`src/rtl/tp_ctl_cell.sv`:
```
module tp_ctl_cell (
  input  logic clk,
  input  logic rst,
  input  logic test_mode,
  input  logic si,
  input  logic src,
  output logic q,
  output logic dst
);
  // Flop shifts only in test mode; otherwise it keeps its value.
  always_ff @(posedge clk) begin
    if (rst)            q <= 1'b0;
    else if (test_mode) q <= si;
  end

  // Override mux: input 0 is the functional source, input 1 the flop.
  assign dst = test_mode ? q : src;
endmodule

```
`src/rtl/tp_ctl_chain.sv`:
```
module tp_ctl_chain #(
  parameter int unsigned WIDTH = 4
) (
  input  logic             clk,
  input  logic             rst,
  input  logic             test_mode,
  input  logic             si,
  input  logic [WIDTH-1:0] src,
  output logic [WIDTH-1:0] dst,
  output logic [WIDTH-1:0] q,
  output logic             so
);
  localparam int unsigned LINKS = WIDTH + 1;

  logic [LINKS-1:0] link;
  assign link[0] = si;

  for (genvar i = 0; i < WIDTH; i++) begin : g_cell
    tp_ctl_cell u_cell (
      .clk       (clk),
      .rst       (rst),
      .test_mode (test_mode),
      .si        (link[i]),
      .src       (src[i]),
      .q         (link[i+1]),
      .dst       (dst[i])
    );
  end

  assign q  = link[LINKS-1:1];
  assign so = link[LINKS-1];
endmodule

```
`config.mk`:
```
export PLATFORM = sky130hd
export DESIGN_NAME = tp_ctl_chain
export DESIGN_NICKNAME = d
export VERILOG_FILES = /design/src/rtl/tp_ctl_cell.sv /design/src/rtl/tp_ctl_chain.sv
export SDC_FILE = /design/constraint.sdc
export NUM_CORES = 1
export LEC_CHECK = 0
export ABC_AREA = 0
export BUFFER_PORTS_ARGS = -buffer_cell sky130_fd_sc_hd__buf_4
export CAP_MARGIN = 20
export CELL_PAD_IN_SITES_DETAIL_PLACEMENT = 1
export CELL_PAD_IN_SITES_GLOBAL_PLACEMENT = 1
export CORE_AREA = 8 8 45 47
export DETAILED_ROUTE_END_ITERATION = 6
export DIE_AREA = 0 0 53 55
export GPL_ROUTABILITY_DRIVEN = 0
export PLACE_DENSITY_LB_ADDON = 0.15
export SLEW_MARGIN = 20
export SYNTH_ARGS = -nofsm -noshare
export SYNTH_HDL_FRONTEND = slang
export SYNTH_HIERARCHICAL = 1
export SYNTH_SLANG_ARGS = --single-unit
```
`constraint.sdc`:
```
create_clock -name clk -period 1 [get_ports clk]
set_clock_uncertainty 0.15 [all_clocks]
set_input_delay 0.25 -clock clk [delete_from_list [all_inputs] [get_ports clk]]
set_output_delay 0.25 -clock clk [all_outputs]
set_load 0.05 [all_outputs]
```
==> key figures <==
STA
  – Final period utilization: 1.38
  – Fmax: 727 MHz
  – Final Max Tran Viols: 0
  – Min Tclk post-route: 1.38 ns
  – Unrepaired setup endpoints after global routing: true
  – Setup Viol. Count Final: 10
  – Fin. Hold Viols: 0
  – Worst hold margin: 0.0418 ns
  – Post-route setup slack: -0.376 ns
  – Worst slew margin: 0.904
  – Measured slew at the worst slew-check pin: 0.140 ns

Job
  – Maxcap violations: 0

Drt
  – Post-Route M1 WL: 237 um
  – Routed wire per std cell: 12.7 um
  – Final ANT Viol Nets: 0
  – Routed length on met2: 406 um
  – Routed WL: 734 um
  – Via count: 219
  – 1st-iter DRT viols: 4
  – Drc violations: 0
  – Drt pass-1 iters: 3
  – Max Used Layer: met3
  – DR WL met3: 90 um
  – Vias/cell: 3.78

Place
  – Port bufs: 16
  – Cells after DPL: 53
  – Placed instance area: 388 um^2
  – Dpl ws: -0.278 ns

Min path
  – Worst min-delay path class: in2reg
  – Worst hold path depth: 2
  – Hold Crit Start: rst
  – Hold Path Sink: g_cell[1].u_cell/q$_SDFFE_PP0P_

Floorplan
  – Cell Rows: 14
  – CORE AREA: 1380 um^2
  – Num ports: 17
  – Die H: 55 um
  – Chip width: 53 um
  – DIE AREA: 2920 um^2
  – Initial core utilization: 0.146

Worst setup path
  – Worst Setup End Kind: output pin
  – Crit path launch type: flop
  – Worst R2R Start: g_cell[2].u_cell/q$_SDFFE_PP0P_
  – RR Endpoint: g_cell[3].u_cell/q$_SDFFE_PP0P_
  – Data required time of the critical path: 0.60 ns
  – Critical path class: reg2out
  – FF-to-FF setup slack: 0 ns
  – Worst R2R Path Depth: 4
  – Critical Path AT: 0.98 ns
  – Peak fanout along the critical path: 2

Finish
  – Leading cell types in the layout, fill and taps excluded: buf_4 (10), buf_6 (9)
  – Fin area: 489 um^2
  – Most flops, register: g_cell.u_cell/q
  – Largest regs: g_cell.u_cell/q (4)
  – P&R area growth vs syn: 141%
  – Nets: 52
  – Inserted Diodes: 0
  – Layout cell share with drive strength beyond 1: 0.810
  – Max reg flops: 4
  – Commonest non-fill, non-tap cell in the layout: buf_4
  – Non-filler instance count after layout: 58

Outcome
  – Status: finished, violations left
  – Violated checks: negative setup slack

Synth
  – Synthesized area per cell: 11.9 um^2
  – Synthesized net count: 25
  – Post-Syn Area: 203 um^2
  – Unique masters post-synth: 5
  – Register area share after synthesis: 0.395
  – Syn. warnings: 6
  – Post-Synthesis Cells: 17
  – FF+latch count, synth: 4

Clocking
  – Clock latency on the worst-skew pair: 0.24 ns
  – CTS Root Buffer Type: clkbuf_4
  – Total CTS buffers: 3
  – Clock Sinks: 4
  – CTS tree: yes
  – Clock slew at the register clock pins of the worst setup and hold paths: 0.04 ns
  – H-tree levels: 1
  – Clk buf depth: 2

Pwr
  – VDD IR max: 0.000370 V
  – Leakage: 0.000244 uW
  – Design Power: 530 uW
  – Pwr dens: 1080 nW/um^2

Global routing
  – Gr ovfl total: 0
  – First-pass GRT wire length: 1190 um
  – Total track usage: 0.0590
  – Initial antenna violation count: 0
  – Vias in the first global route: 261
  – Largest net degree at the start of global routing: 6
[worst max-delay path, stage by stage, from the launching register on]
cell,delay (ns)
dfxtp_4,0.33
mux2_4,0.25
buf_6,0.15
[per-stage QoR]
step	setup TNS, ns	utilization
2_1_floorplan	-0.609	-
3_3_place_gp	-1.34	0.280
3_5_place_dp	-1.49	0.280
4_1_cts	-2.79	0.345
5_1_grt	-3.02	0.354
6_report	-2.67	0.354
[Yosys cell counts, drive strengths merged]
cell type	count	share of area
dfxtp	4	0.40
mux2	4	0.30
mux2i	4	0.20
nor2	4	0.074
buf	1	0.037
[final cells by class]
cell class	count	area, um^2
Timing Repair Buffer	23	236
Multi-Input combinational cell	12	115
Sequential cell	4	95.1
Fill cell	161	895
Clock buffer	3	22.5
Tap cell	16	20.0
[cells by family (layout without fill, tap and decap cells)]
group	Yosys count	in the layout	share of synthesized area
simple gates	4	4	0.0741
mux	8	8	0.494
flops	4	4	0.395
buf+inv	1	26	0.0371
[how the worst max path moves through the flow]
stage | depth (start not counted) | slack, ns | to | from
after detailed placement | 3 | -0.28 | dst[2] | test_mode
after floorplan | 1 | -0.14 | dst[3] | g_cell[3].u_cell/q$_SDFFE_PP0P_
after CTS | 2 | -0.39 | dst[0] | g_cell[0].u_cell/q$_SDFFE_PP0P_
after global placement | 3 | -0.27 | dst[0] | test_mode
final | 2 | -0.38 | dst[0] | g_cell[0].u_cell/q$_SDFFE_PP0P_
after global routing | 2 | -0.40 | dst[0] | g_cell[0].u_cell/q$_SDFFE_PP0P_
[repair_timing]
action / in CTS / in global routing
pin swaps: 0 / 2
gates resized for setup: 14 / 3
setup buffers: 2 / 1
setup endpoints to repair: 9 / 11
hold buffers: 0 / 0
[where the power goes]
| group | leakage (uW) | switching (uW) | internal, uW | total [uW] |
|---|---|---|---|---|
| Sequential | 0.0000355 | 2.69 | 158 | 160 |
| Combinational | 0.000195 | 87.9 | 81.7 | 170 |
| Clock | 0.0000138 | 65.8 | 134 | 200 |
[per-layer routing]
metal  GRT usage  vias to the layer above
met5           0                        -
met4      0.0388                        0
met3      0.0428                        0
met2      0.0957                       10
met1      0.0517                      101
li1            -                      108
Power figures use the tool's default switching activity.
